`src/rtl/sem_pkg.sv`:
```
`timescale 1ns/1ps
package sem_pkg;
    typedef enum logic [2:0] {
        ST_FREE          = 3'd0,
        ST_L_HELD        = 3'd1,
        ST_R_HELD        = 3'd2,
        ST_L_HELD_R_WAIT = 3'd3,
        ST_R_HELD_L_WAIT = 3'd4
    } flag_state_e;
endpackage

```
`src/rtl/sem_port_dec.sv`:
```
`timescale 1ns/1ps
// Turns one port's access into per-flag request and release strobes.
module sem_port_dec #(
    parameter int NUM_FLAGS = 8,
    parameter int IDX_W     = 3
) (
    input  logic                 sel,
    input  logic [IDX_W-1:0]     idx,
    input  logic                 wr,
    input  logic                 wdat,
    output logic [NUM_FLAGS-1:0] req_o,
    output logic [NUM_FLAGS-1:0] rel_o
);
    for (genvar g = 0; g < NUM_FLAGS; g++) begin : g_flag
        logic hit;
        assign hit      = sel && wr && (idx == IDX_W'(g));
        assign req_o[g] = hit && !wdat;
        assign rel_o[g] = hit && wdat;
    end
endmodule

```
`src/rtl/sem_flag_fsm.sv`:
```
`timescale 1ns/1ps
// One token flag: owner plus an optional waiting requester.
module sem_flag_fsm
    import sem_pkg::*;
(
    input  logic clk,
    input  logic rst_n,
    input  logic l_req,
    input  logic l_rel,
    input  logic r_req,
    input  logic r_rel,
    output logic own_l,
    output logic own_r,
    output logic pend_l,
    output logic pend_r
);
    flag_state_e state_q, state_d;

    always_ff @(posedge clk or negedge rst_n) begin
        if (!rst_n) state_q <= ST_FREE;
        else        state_q <= state_d;
    end

    always_comb begin
        state_d = state_q;
        unique case (state_q)
            ST_FREE: begin
                if (l_req && r_req) state_d = ST_L_HELD_R_WAIT;
                else if (l_req)     state_d = ST_L_HELD;
                else if (r_req)     state_d = ST_R_HELD;
            end
            ST_L_HELD: begin
                if (l_rel)      state_d = r_req ? ST_R_HELD : ST_FREE;
                else if (r_req) state_d = ST_L_HELD_R_WAIT;
            end
            ST_R_HELD: begin
                if (r_rel)      state_d = l_req ? ST_L_HELD : ST_FREE;
                else if (l_req) state_d = ST_R_HELD_L_WAIT;
            end
            ST_L_HELD_R_WAIT: begin
                if (l_rel && r_rel) state_d = ST_FREE;
                else if (l_rel)     state_d = ST_R_HELD;
                else if (r_rel)     state_d = ST_L_HELD;
            end
            ST_R_HELD_L_WAIT: begin
                if (l_rel && r_rel) state_d = ST_FREE;
                else if (r_rel)     state_d = ST_L_HELD;
                else if (l_rel)     state_d = ST_R_HELD;
            end
            default: state_d = ST_FREE;
        endcase
    end

    always_comb begin
        own_l  = 1'b0;
        own_r  = 1'b0;
        pend_l = 1'b0;
        pend_r = 1'b0;
        unique case (state_q)
            ST_FREE:          ;
            ST_L_HELD:        own_l = 1'b1;
            ST_R_HELD:        own_r = 1'b1;
            ST_L_HELD_R_WAIT: begin own_l = 1'b1; pend_r = 1'b1; end
            ST_R_HELD_L_WAIT: begin own_r = 1'b1; pend_l = 1'b1; end
            default:          ;
        endcase
    end
endmodule

```
`src/rtl/sem_read_mux.sv`:
```
`timescale 1ns/1ps
// Read path of one port: 0 only when the port owns the indexed flag.
module sem_read_mux #(
    parameter int NUM_FLAGS = 8,
    parameter int IDX_W     = 3
) (
    input  logic                 sel,
    input  logic [IDX_W-1:0]     idx,
    input  logic [NUM_FLAGS-1:0] own,
    output logic                 rdat
);
    assign rdat = sel ? ~own[idx] : 1'b1;
endmodule

```
`src/rtl/sem_bank.sv`:
```
`timescale 1ns/1ps
module sem_bank #(
    parameter int NUM_FLAGS = 8,
    parameter int IDX_W     = $clog2(NUM_FLAGS)
) (
    input  logic             clk,
    input  logic             rst_n,
    input  logic             l_sel,
    input  logic [IDX_W-1:0] l_idx,
    input  logic             l_wr,
    input  logic             l_wdat,
    output logic             l_rdat,
    input  logic             r_sel,
    input  logic [IDX_W-1:0] r_idx,
    input  logic             r_wr,
    input  logic             r_wdat,
    output logic             r_rdat
);
    logic [NUM_FLAGS-1:0] l_req, l_rel, r_req, r_rel;
    logic [NUM_FLAGS-1:0] own_l, own_r, pend_l, pend_r;

    sem_port_dec #(.NUM_FLAGS(NUM_FLAGS), .IDX_W(IDX_W)) u_dec_l (
        .sel(l_sel), .idx(l_idx), .wr(l_wr), .wdat(l_wdat),
        .req_o(l_req), .rel_o(l_rel)
    );
    sem_port_dec #(.NUM_FLAGS(NUM_FLAGS), .IDX_W(IDX_W)) u_dec_r (
        .sel(r_sel), .idx(r_idx), .wr(r_wr), .wdat(r_wdat),
        .req_o(r_req), .rel_o(r_rel)
    );

    for (genvar g = 0; g < NUM_FLAGS; g++) begin : g_flag
        sem_flag_fsm u_fsm (
            .clk(clk), .rst_n(rst_n),
            .l_req(l_req[g]), .l_rel(l_rel[g]),
            .r_req(r_req[g]), .r_rel(r_rel[g]),
            .own_l(own_l[g]), .own_r(own_r[g]),
            .pend_l(pend_l[g]), .pend_r(pend_r[g])
        );
    end

    sem_read_mux #(.NUM_FLAGS(NUM_FLAGS), .IDX_W(IDX_W)) u_rd_l (
        .sel(l_sel), .idx(l_idx), .own(own_l), .rdat(l_rdat)
    );
    sem_read_mux #(.NUM_FLAGS(NUM_FLAGS), .IDX_W(IDX_W)) u_rd_r (
        .sel(r_sel), .idx(r_idx), .own(own_r), .rdat(r_rdat)
    );
endmodule

```
`config.mk`:
```
export PLATFORM = sky130hd
export DESIGN_NAME = sem_bank
export DESIGN_NICKNAME = d
export VERILOG_FILES = /design/src/rtl/sem_pkg.sv /design/src/rtl/sem_port_dec.sv /design/src/rtl/sem_flag_fsm.sv /design/src/rtl/sem_read_mux.sv /design/src/rtl/sem_bank.sv
export SDC_FILE = /design/constraint.sdc
export NUM_CORES = 1
export LEC_CHECK = 0
export BUFFER_PORTS_ARGS = -buffer_cell sky130_fd_sc_hd__buf_2
export CAP_MARGIN = 25
export CORE_MARGIN = 3
export CORE_UTILIZATION = 29
export DETAILED_ROUTE_END_ITERATION = 6
export PLACE_DENSITY = 0.57
export RECOVER_POWER = 100
export SYNTH_ARGS = -nofsm -noshare
export SYNTH_HDL_FRONTEND = slang
export SYNTH_HIERARCHICAL = 1
export SYNTH_SLANG_ARGS = --single-unit
```
`constraint.sdc`:
```
create_clock -name clk -period 1.35 [get_ports clk]
set_input_delay 0.135 -clock clk [delete_from_list [all_inputs] [get_ports clk]]
set_output_delay 0.135 -clock clk [all_outputs]
set_load 0.02 [all_outputs]
```
==> impl_results.md, run 1 <==
- Outcome: finished with violations
- Failing checks: setup timing
- Kind of critical path: register to output port
- Fill count: 730
- Final setup margin: -0.5295 ns
- Ports: 16
- M3 GR Usage: 1.342%
- Routed WL: 6812 µm
- Post-layout util: 46.42%
- Die X: 95.54 µm
- Met1 Usage GRT: 20.03%
- Setup_tns: -1.440 ns
- Cells after synthesis: 260
- Layout cells sized above 1: 57.22%
- Total gr overflow: 0
- Area of the multi-input gates: 1803 µm²
- Largest net degree at the start of global routing: 25
- Initial DRC count: 98
- DR WL/cell: 14.52 µm
- CP arrival: 1.74 ns
- Final HPWL DP: 5150 µm
- DR pass1 iterations: 4
- RSZ-0062 raised after global routing: yes
- Pleak: 1.481 nW
- Largest regs: g_flag.u_fsm/state_q x24
- Clock-pin slew on the worst setup and hold paths: 0.10 ns
- Slew margin rel.: 54.29%
- Rows: 32
- Total Power: 5.201 mW
- ANT cells: 0
- Dpl cells: 456
- Antenna violations before repair: 0
- Final Cycle Share: 139.2%
- Initial core utilization: 29.93%
- Critical Path Start Type: register
- Crit Path Max Fanout: 3
- Area of the mapped netlist: 2325 µm²
- Hold Slack: 0.4071 ns
- Gpl congestion: 0.8134
- Req. time, crit path: 1.22 ns
- Die height: 95.54 µm
- Mean Syn Cell Area: 8.941 µm²
- Area grow syn2layout: 55.11%
- Total number of vias: 2,382
- Most flop-heavy register: g_flag.u_fsm/state_q
- Met2 Resource Use GR: 25.36%
- CORE AREA: 7767 µm²
- Sequential Area: 606.8 µm²
- Vias in the first global route: 2,306
- Post-route minimum period: 1.880 ns
- Final hold violations: 0
- First-pass GRT wire length: 10,720 µm
- Vias per inst: 5.079
- CTS sink count: 24
- CTS tree: yes
- Total CTS buffers: 3
- Die area: 9127 µm²
- Root buf cell: clkbuf_8
- Final Skew: 0.005164 ns
- Synthesis Warnings: 6
- Clk_lat worst skew: 0.28 ns
- Final setup viols: 9
- Most used routing layer: met2
- Routed Antenna Nets: 0
- DRC: 0
- Actual slew at the worst max-slew pin: 0.6857 ns
- Pins Over Slew Limit: 0
- Fin nets: 382
- Overall Global Routing Usage: 15.01%
- Power per cell area: 1442 nW/µm²
- Max H-tree Level: 1
- F_max: 532.0 MHz
- Crit path capture type: output port
- Clk buf depth: 2
- Worst hold-check path type: primary input to asynchronous set/reset pin
- Max FFs per register: 24
- Maxcap violations: 0
- Fin cells: 469
- Port Buffer Count: 15
- Synthesized Nets: 274
- Maximum vdd drop: 439.5 µV
power by group:
group	switching (mW)	internal, mW
registers	0.250	0.966
logic	1.51	1.94
clock network	0.280	0.262
total	2.04	3.16
critical path, stage by stage (launching register included):
cell	delay (ns)
dfrtp_2	0.46
xnor2_2	0.15
nor2_1	0.05
mux4_2	0.44
nand2b_4	0.16
o211ai_4	0.06
buf_6	0.14
final timing paths:
kind / slack, ns / startpoint / depth (start not counted) / end
max: -0.53 / g_flag[5].u_fsm/state_q[2] / 6 / r_rdat
max in group asynchronous: 0.45 / rst_n / 2 / g_flag[6].u_fsm/state_q[1]
min reg2reg: 0.55 / g_flag[6].u_fsm/state_q[0] / 1 / g_flag[6].u_fsm/state_q[0]
min in group clk: 0.47 / l_idx[1] / 5 / g_flag[4].u_fsm/state_q[2]
max reg2reg: -0.13 / g_flag[3].u_fsm/state_q[1] / 5 / g_flag[3].u_fsm/state_q[1]
min: 0.41 / rst_n / 2 / g_flag[0].u_fsm/state_q[2]
timing repair:
item | 4_1_cts | 5_1_grt
hold buffers | 1 | 0
setup buffers | 4 | 6
pin swaps | 16 | 14
endpoints found under the hold margin | 24 | 0
resized for setup | 36 | 36
endpoints found under the setup margin | 10 | 11
cells in the final DEF (no fill, tap or decap), drive strengths merged:
cell / instances
o21ai: 8
dfrtp: 24
nor2b: 8
o32ai: 8
mux4: 2
nand4: 2
nand2b: 14
xnor2: 8
o211ai: 2
mux2i: 10
inv: 16
nand2: 4
dlygate4sd3: 1
nand4b: 4
o31a: 2
a31oi: 16
nand4bb: 2
buf: 113
clkbuf: 9
mux2: 10
nor3b: 8
a32oi: 16
o22ai: 8
nor3: 24
nor2: 48
layer usage:
metal	share of wire, %	vias up	wire length [µm]
met5	0	-	0
met4	1.6	0	108
met3	2.7	6	186
met2	50	36	3384
met1	46	1149	3132
li1	-	1191	-
per-stage QoR:
step / instance area [µm²] / setup slack [ns]
final: 3606 / -0.5295
after global placement: 3228 / -0.3413
after floorplan: 2477 / -0.1126
after CTS: 3468 / -0.5444
after global routing: 3606 / -0.5931
after detailed placement: 3228 / -0.3480
final cells by class:
type                    count  share of cell area (%)
flip-flops and latches     24                   16.83
well taps                 102                   3.539
clock buffers               4                   1.527
multi-input cells         204                   50.00
repair buffers            119                   26.23
inverters                  16                   1.874
No activity file was read; power rests on OpenSTA's default activity.
==> inputs of run 2 (changes only) <==
--- a/config.mk
+++ b/config.mk
@@ -10,6 +10,7 @@
 export CORE_MARGIN = 3
 export CORE_UTILIZATION = 29
 export DETAILED_ROUTE_END_ITERATION = 6
+export GPL_TIMING_DRIVEN = 0
 export PLACE_DENSITY = 0.57
 export RECOVER_POWER = 100
 export SYNTH_ARGS = -nofsm -noshare
==> run 2 against run 1 <==
The flow still finishes with violations (setup timing). Combinational power increased by 4%. Sequential power is 5% lower. Sequential share of layout area grew 1.2 points. Fmax fell by 0.89%. Global-route usage decreased by 0.46 points. Cell count fell by 10%. Core utilization is 2.5 points lower. Cell area down 5.4%. Non-clock buffer count down 48. Via count fell by 5.1%. Worst hold slack gained 0.015 ns. Critical path type unchanged. Largest cell class unchanged. Highest routed layer unchanged.
==> impl_results.md, run 2 (synthesis gave the netlist of run 1 again) <==
- Outcome: finished with violations (unchanged)
- Failing checks: setup timing (unchanged)
- Clock-pin slew on the worst setup and hold paths: 0.09 ns (was 0.10 ns)
- Pins Over Slew Limit: 0 (unchanged)
- Die area: 9127 µm² (unchanged)
- Rows: 32 (unchanged)
- Most frequent cells in the layout: 41 x buf_4, 28 x nor2_1, 18 x buf_6, 16 x a31oi_1, 14 x nor2_4 (was 83 x buf_4, 31 x nor2_1, 20 x buf_6, 19 x dfrtp_1, 15 x a31oi_1)
- CTS tree: yes (unchanged)
- Net Sw Frac: 38.18% (was 39.18%)
- Total CTS buffers: 3 (unchanged)
- Setup_tns: -1.897 ns (was -1.440 ns)
- Max FFs per register: 24 (unchanged)
- Total Power: 5.253 mW (was 5.201 mW)
- Routed WL: 6630 µm (was 6812 µm)
- Fill count: 752 (was 730)
- Pleak: 1.261 nW (was 1.481 nW)
- Actual slew at the worst max-slew pin: 0.6666 ns (was 0.6857 ns)
- Worst hold-check path type: primary input to asynchronous set/reset pin (unchanged)
- Final setup viols: 9 (unchanged)
- First-pass GRT wire length: 10,540 µm (was 10,720 µm)
- Fin nets: 334 (was 382)
- Gpl congestion: 0.7819 (was 0.8134)
- Vias in the first global route: 2,202 (was 2,306)
- Overall Global Routing Usage: 14.55% (was 15.01%)
- Clk_lat worst skew: 0.27 ns (was 0.28 ns)
- Largest regs: g_flag.u_fsm/state_q x24 (unchanged)
- Antenna violations before repair: 0 (unchanged)
- Initial core utilization: 29.93% (unchanged)
- Final instance area: 3410 µm² (was 3606 µm²)
- Area of the multi-input gates: 1952 µm² (was 1803 µm²)
- Layout cells sized above 1: 58.31% (was 57.22%)
- Maxcap violations: 0 (unchanged)
- Psw: 2.006 mW (was 2.038 mW)
- Final Cycle Share: 140.5% (was 139.2%)
- P_int: 3.247 mW (was 3.163 mW)
- Slew margin rel.: 55.56% (was 54.29%)
- DR pass1 iterations: 4 (unchanged)
- Final Skew: 0.002551 ns (was 0.005164 ns)
- Req. time, crit path: 1.22 ns (about the same)
- CORE AREA: 7767 µm² (unchanged)
- Most common cell after layout, fill and taps aside: buf_4 (unchanged)
- Total gr overflow: 0 (unchanged)
- Clk buf depth: 2 (unchanged)
- F_max: 527.3 MHz (was 532.0 MHz)
- Clk pwr share: 9.7% (was 10.4%)
- Crit Path Max Fanout: 4 (was 3)
- Area grow syn2layout: 46.66% (was 55.11%)
- Ports: 16 (unchanged)
- Die height: 95.54 µm (unchanged)
- Kind of critical path: register to output port (unchanged)
- Vias per inst: 5.371 (was 5.079)
- Port Buffer Count: 15 (unchanged)
- Maximum vdd drop: 441.5 µV (was 439.5 µV)
- Gate power share: 68.2% (was 66.2%)
- Worst reg2reg setup slack: -0.14 ns (was -0.13 ns)
- Root buf cell: clkbuf_8 (unchanged)
- RSZ-0062 raised after global routing: yes (unchanged)
- Pre-CTS setup slack: -0.5149 ns (was -0.3480 ns)
- DRC: 0 (unchanged)
- DR WL/cell: 15.75 µm (was 14.52 µm)
- Final HPWL DP: 4227 µm (was 5150 µm)
- Max H-tree Level: 1 (unchanged)
- Post-DP Area: 2680 µm² (was 3228 µm²)
- Final setup margin: -0.5463 ns (was -0.5295 ns)
- Final hold violations: 0 (unchanged)
- Most flop-heavy register: g_flag.u_fsm/state_q (unchanged)
- ANT cells: 0 (unchanged)
- Post-route minimum period: 1.896 ns (was 1.880 ns)
- Die X: 95.54 µm (unchanged)
- CTS sink count: 24 (unchanged)
- Crit path capture type: output port (unchanged)
- Sequential share of power: 22.1% (was 23.4%)
- Initial DRC count: 132 (was 98)
- Total number of vias: 2,261 (was 2,382)
- Sequential Area: 614.3 µm² (was 606.8 µm²)
- Power per cell area: 1541 nW/µm² (was 1442 nW/µm²)
- Largest net degree at the start of global routing: 25 (unchanged)
- Critical Path Start Type: register (unchanged)
- CP arrival: 1.76 ns (was 1.74 ns)
- Post-layout util: 43.90% (was 46.42%)
- Routed Antenna Nets: 0 (unchanged)
[run 2: changes by cell type in the layout (fill, tap and decap cells not counted), sizes merged]
| cell | previous run | this run |
|---|---|---|
| buf | 113 | 67 |
| clkbuf | 9 | 7 |
[run 2: path summary, 6_finish.rpt]
| kind | startpoint | endpoint | cells after the start |
|---|---|---|---|
| setup reg to reg | g_flag[5].u_fsm/state_q[1] | g_flag[5].u_fsm/state_q[1] | 6 |
| min in group clk | r_wr | g_flag[0].u_fsm/state_q[2] | 4 |
| max in group asynchronous | rst_n | g_flag[3].u_fsm/state_q[2] | 2 |
| setup / recovery | g_flag[3].u_fsm/state_q[2] | r_rdat | 6 |
| hold reg to reg | g_flag[0].u_fsm/state_q[0] | g_flag[0].u_fsm/state_q[2] | 2 |
| hold / removal | rst_n | g_flag[4].u_fsm/state_q[0] | 2 |
[run 2: timing repair]
action,4_1_cts,5_1_grt
cloned,0,0
gates resized for setup,79,34
endpoints found under the hold margin,24,0
pin swaps,16,23
buffers inserted,30,19
hold buffers,1,0
endpoints found under the setup margin,10,10
[run 2: through the flow]
step                hold WS [ns]  instances
floorplan                -0.1606        260
global placement          0.1763        377
detailed placement        0.1791        377
CTS                       0.3937        409
global route              0.4329        421
finish                    0.4217        421
[run 2: critical path, cell delays in order, from the launching register on]
cell and delay [ns]:
dfrtp_2 0.45, xnor2_2 0.15, nor2_1 0.07, mux4_2 0.46
nand2b_4 0.16, o211ai_4 0.07, buf_6 0.14
[run 2: layer usage]
metal / GRT usage [%] / part of all wire (%) / wire [µm]
met4: 5.213 / 1.5 / 98
met5: 0 / 0 / 0
met1: 19.34 / 44 / 2942
met3: 1.973 / 3.6 / 236
met2: 24.03 / 51 / 3352
[run 2: power by group through the flow]
stage          clock network (mW)  logic [mW]  registers (mW)
2_1_floorplan                   0        2.36            1.06
3_3_place_gp                    0        2.75            1.07
3_5_place_dp                    0        2.77            1.07
4_1_cts                     0.545        3.49            1.08
5_1_grt                     0.572        3.86            1.19
6_report                    0.509        3.58            1.16
[run 2: cell type report]
cell class / count / area share (%)
Multi-Input combinational cell: 204 / 57.25
Sequential cell: 24 / 18.02
Timing Repair Buffer: 64 / 15.41
Tap cell: 102 / 3.743
Buffer: 7 / 2.202
Inverter: 16 / 1.761
Clock buffer: 4 / 1.615
==> inputs of run 3 (changes only) <==
--- a/config.mk
+++ b/config.mk
@@ -13,6 +13,7 @@
 export GPL_TIMING_DRIVEN = 0
 export PLACE_DENSITY = 0.57
 export RECOVER_POWER = 100
+export SKIP_CTS_REPAIR_TIMING = 1
 export SYNTH_ARGS = -nofsm -noshare
 export SYNTH_HDL_FRONTEND = slang
 export SYNTH_HIERARCHICAL = 1
==> run 3 against run 2 <==
The flow still finishes with violations (setup timing). Cell count unchanged. Count of clock-buffer cells in the layout unchanged. Non-clock buffer count unchanged. Sequential power down 8%.
==> impl_results.md, run 3 (synthesis gave the netlist of run 1 again) <==
- Outcome: finished with violations (unchanged)
- Failing checks: setup timing (unchanged)
- Clk buf depth: 2 (unchanged)
- Clock-pin slew on the worst setup and hold paths: 0.09 ns (about the same)
- Final hold violations: 0 (unchanged)
- Initial DRC count: 114 (was 132)
- DR pass1 iterations: 4 (unchanged)
- Worst hold-check path type: primary input to asynchronous set/reset pin (unchanged)
- Maximum vdd drop: 420.3 µV (was 441.5 µV)
- Fin cells: 421 (unchanged)
- Pins Over Slew Limit: 0 (unchanged)
- Final setup viols: 9 (unchanged)
- Critical Path Start Type: register (unchanged)
- Fill count: 750 (was 752)
- Reg2Reg Depth: 6 (unchanged)
- Gpl congestion: 0.7819 (unchanged)
- CTS tree: yes (unchanged)
- Max H-tree Level: 1 (unchanged)
- DRC: 0 (unchanged)
- Pre-CTS setup slack: -0.5149 ns (unchanged)
- CP most frequent cell: buf_6
- RSZ-0062 raised after global routing: yes (unchanged)
- Die X: 95.54 µm (unchanged)
- Port Buffer Count: 15 (unchanged)
- Total gr overflow: 0 (unchanged)
- Final Cycle Share: 143.2% (was 140.5%)
- Largest net degree at the start of global routing: 25 (unchanged)
- Total CTS buffers: 3 (unchanged)
- Kind of critical path: register to output port (unchanged)
- Final setup margin: -0.5831 ns (was -0.5463 ns)
- Final HPWL DP: 4227 µm (unchanged)
- Largest regs: g_flag.u_fsm/state_q x24 (unchanged)
- F_max: 517.3 MHz (was 527.3 MHz)
- CP cell instances: buf_6 > xnor2_2 > nor2_1 > mux4_2 > nand2b_4 > o211ai_4 > buf_6 (was xnor2_2 > nor2_1 > mux4_2 > nand2b_4 > o211ai_4 > buf_6)
- Die height: 95.54 µm (unchanged)
- Crit path capture type: output port (unchanged)
- Req. time, crit path: 1.22 ns (about the same)
- Initial core utilization: 29.93% (unchanged)
- Layout cells sized above 1: 56.74% (was 58.31%)
- Maxcap violations: 0 (unchanged)
- Top delay family on crit path: multiplexers (unchanged)
- Worst Path Buf+Inv: 2 (was 1)
- Vias in the first global route: 1,896 (was 2,202)
- Pleak: 1.273 nW (was 1.261 nW)
- Worst reg2reg setup slack: -0.05 ns (was -0.14 ns)
- Rows: 32 (unchanged)
- CTS sink count: 24 (unchanged)
- Root buf cell: clkbuf_8 (unchanged)
- CP arrival: 1.80 ns (was 1.76 ns)
- Antenna violations before repair: 0 (unchanged)
- Routed WL: 6272 µm (was 6630 µm)
- Most flop-heavy register: g_flag.u_fsm/state_q (unchanged)
- Final Skew: 0.001570 ns (was 0.002551 ns)
- CORE AREA: 7767 µm² (unchanged)
- Ports: 16 (unchanged)
- Power per cell area: 1530 nW/µm² (was 1541 nW/µm²)
- Die area: 9127 µm² (unchanged)
- ANT cells: 0 (unchanged)
- Crit-path max cell delay: 0.46 ns (about the same)
- Vias per inst: 5.314 (was 5.371)
- DR WL/cell: 14.90 µm (was 15.75 µm)
- Slew margin rel.: 55.48% (was 55.56%)
- Dpl cells: 377 (unchanged)
- Crit Path Max Fanout: 9 (was 4)
- First-pass GRT wire length: 9246 µm (was 10,540 µm)
- Overall Global Routing Usage: 12.79% (was 14.55%)
- Routed Antenna Nets: 0 (unchanged)
- Post-layout util: 44.20% (was 43.90%)
- Clk_lat worst skew: 0.27 ns (about the same)
- Area grow syn2layout: 47.69% (was 46.66%)
- Actual slew at the worst max-slew pin: 0.6678 ns (was 0.6666 ns)
- Post-route minimum period: 1.933 ns (was 1.896 ns)
- Fin nets: 334 (unchanged)
- Worst r2r src: g_flag[5].u_fsm/state_q[1] (unchanged)
- Total number of vias: 2,237 (was 2,261)
- Most frequent cells in the layout: 34 x buf_4, 28 x nor2_1, 24 x buf_6, 19 x dfrtp_1, 17 x nor2_4 (was 41 x buf_4, 28 x nor2_1, 18 x buf_6, 16 x a31oi_1, 14 x nor2_4)
- Worst R2R End: g_flag[5].u_fsm/state_q[1] (unchanged)
- Most common cell after layout, fill and taps aside: buf_4 (unchanged)
- Max FFs per register: 24 (unchanged)
- Slowest CP cell: mux4_2 (unchanged)
run 3: changes by cell type in the layout (fill, tap and decap cells not counted), sizes merged:
cell / previous run / this run
buf: 67 / 66
clkbuf: 7 / 8
run 3: area by class of cell:
| class | instances | area (µm²) | area share, % |
|---|---|---|---|
| multi-input cells | 204 | 1953 | 56.89 |
| flip-flops and latches | 24 | 606.8 | 17.67 |
| plain buffers | 16 | 176.4 | 5.138 |
| repair buffers | 55 | 451.7 | 13.16 |
| well taps | 102 | 127.6 | 3.717 |
| inverters | 16 | 62.56 | 1.822 |
| clock buffers | 4 | 55.05 | 1.603 |
run 3: routing by layer:
layer | GRT usage [%] | share of wire, % | up-vias
li1 | - | - | 1097
met1 | 18.41 | 46 | 1109
met2 | 19.86 | 50 | 29
met3 | 1.815 | 3.5 | 2
met4 | 3.555 | 0.75 | 0
met5 | 0 | 0 | -
run 3: worst reg2reg max path, cell delays in order (launching register included):
cell	delay, ns
dfrtp_1	0.39
buf_6	0.13
buf_6	0.12
nand2b_4	0.06
o21ai_2	0.06
a32oi_2	0.22
mux2_4	0.31
run 3: power breakdown:
| group | internal, mW | switching (mW) | leakage, nW |
|---|---|---|---|
| Combinational | 2.05 | 1.62 | 0.942 |
| Sequential | 0.958 | 0.111 | 0.303 |
| Clock | 0.261 | 0.248 | 0.0288 |
| Total | 3.27 | 1.98 | 1.27 |
run 3: worst max path at each step:
stage / depth (start not counted) / endpoint / slack, ns / start
3_5_place_dp: 7 / g_flag[3].u_fsm/state_q[1] / -0.51 / r_idx[2]
4_1_cts: 6 / l_rdat / -0.65 / g_flag[7].u_fsm/state_q[0]
5_1_grt: 7 / r_rdat / -0.64 / g_flag[3].u_fsm/state_q[1]
2_1_floorplan: 6 / r_rdat / -0.11 / g_flag[7].u_fsm/state_q[1]
3_3_place_gp: 7 / g_flag[4].u_fsm/state_q[1] / -0.49 / r_idx[0]
6_report: 7 / r_rdat / -0.58 / g_flag[3].u_fsm/state_q[1]
run 3: per-stage QoR:
step                      instance area [µm²]  setup TNS, ns  hold WS (ns)  power, mW
after floorplan                          2477        -0.6381       -0.1606      3.419
after global placement                   2680         -4.219        0.1763      3.817
after detailed placement                 2680         -4.454        0.1791      3.840
after CTS                                2735         -2.402       -0.1357      4.382
after global routing                     3433         -1.996        0.4417      5.628
final                                    3433         -1.539        0.4193      5.251
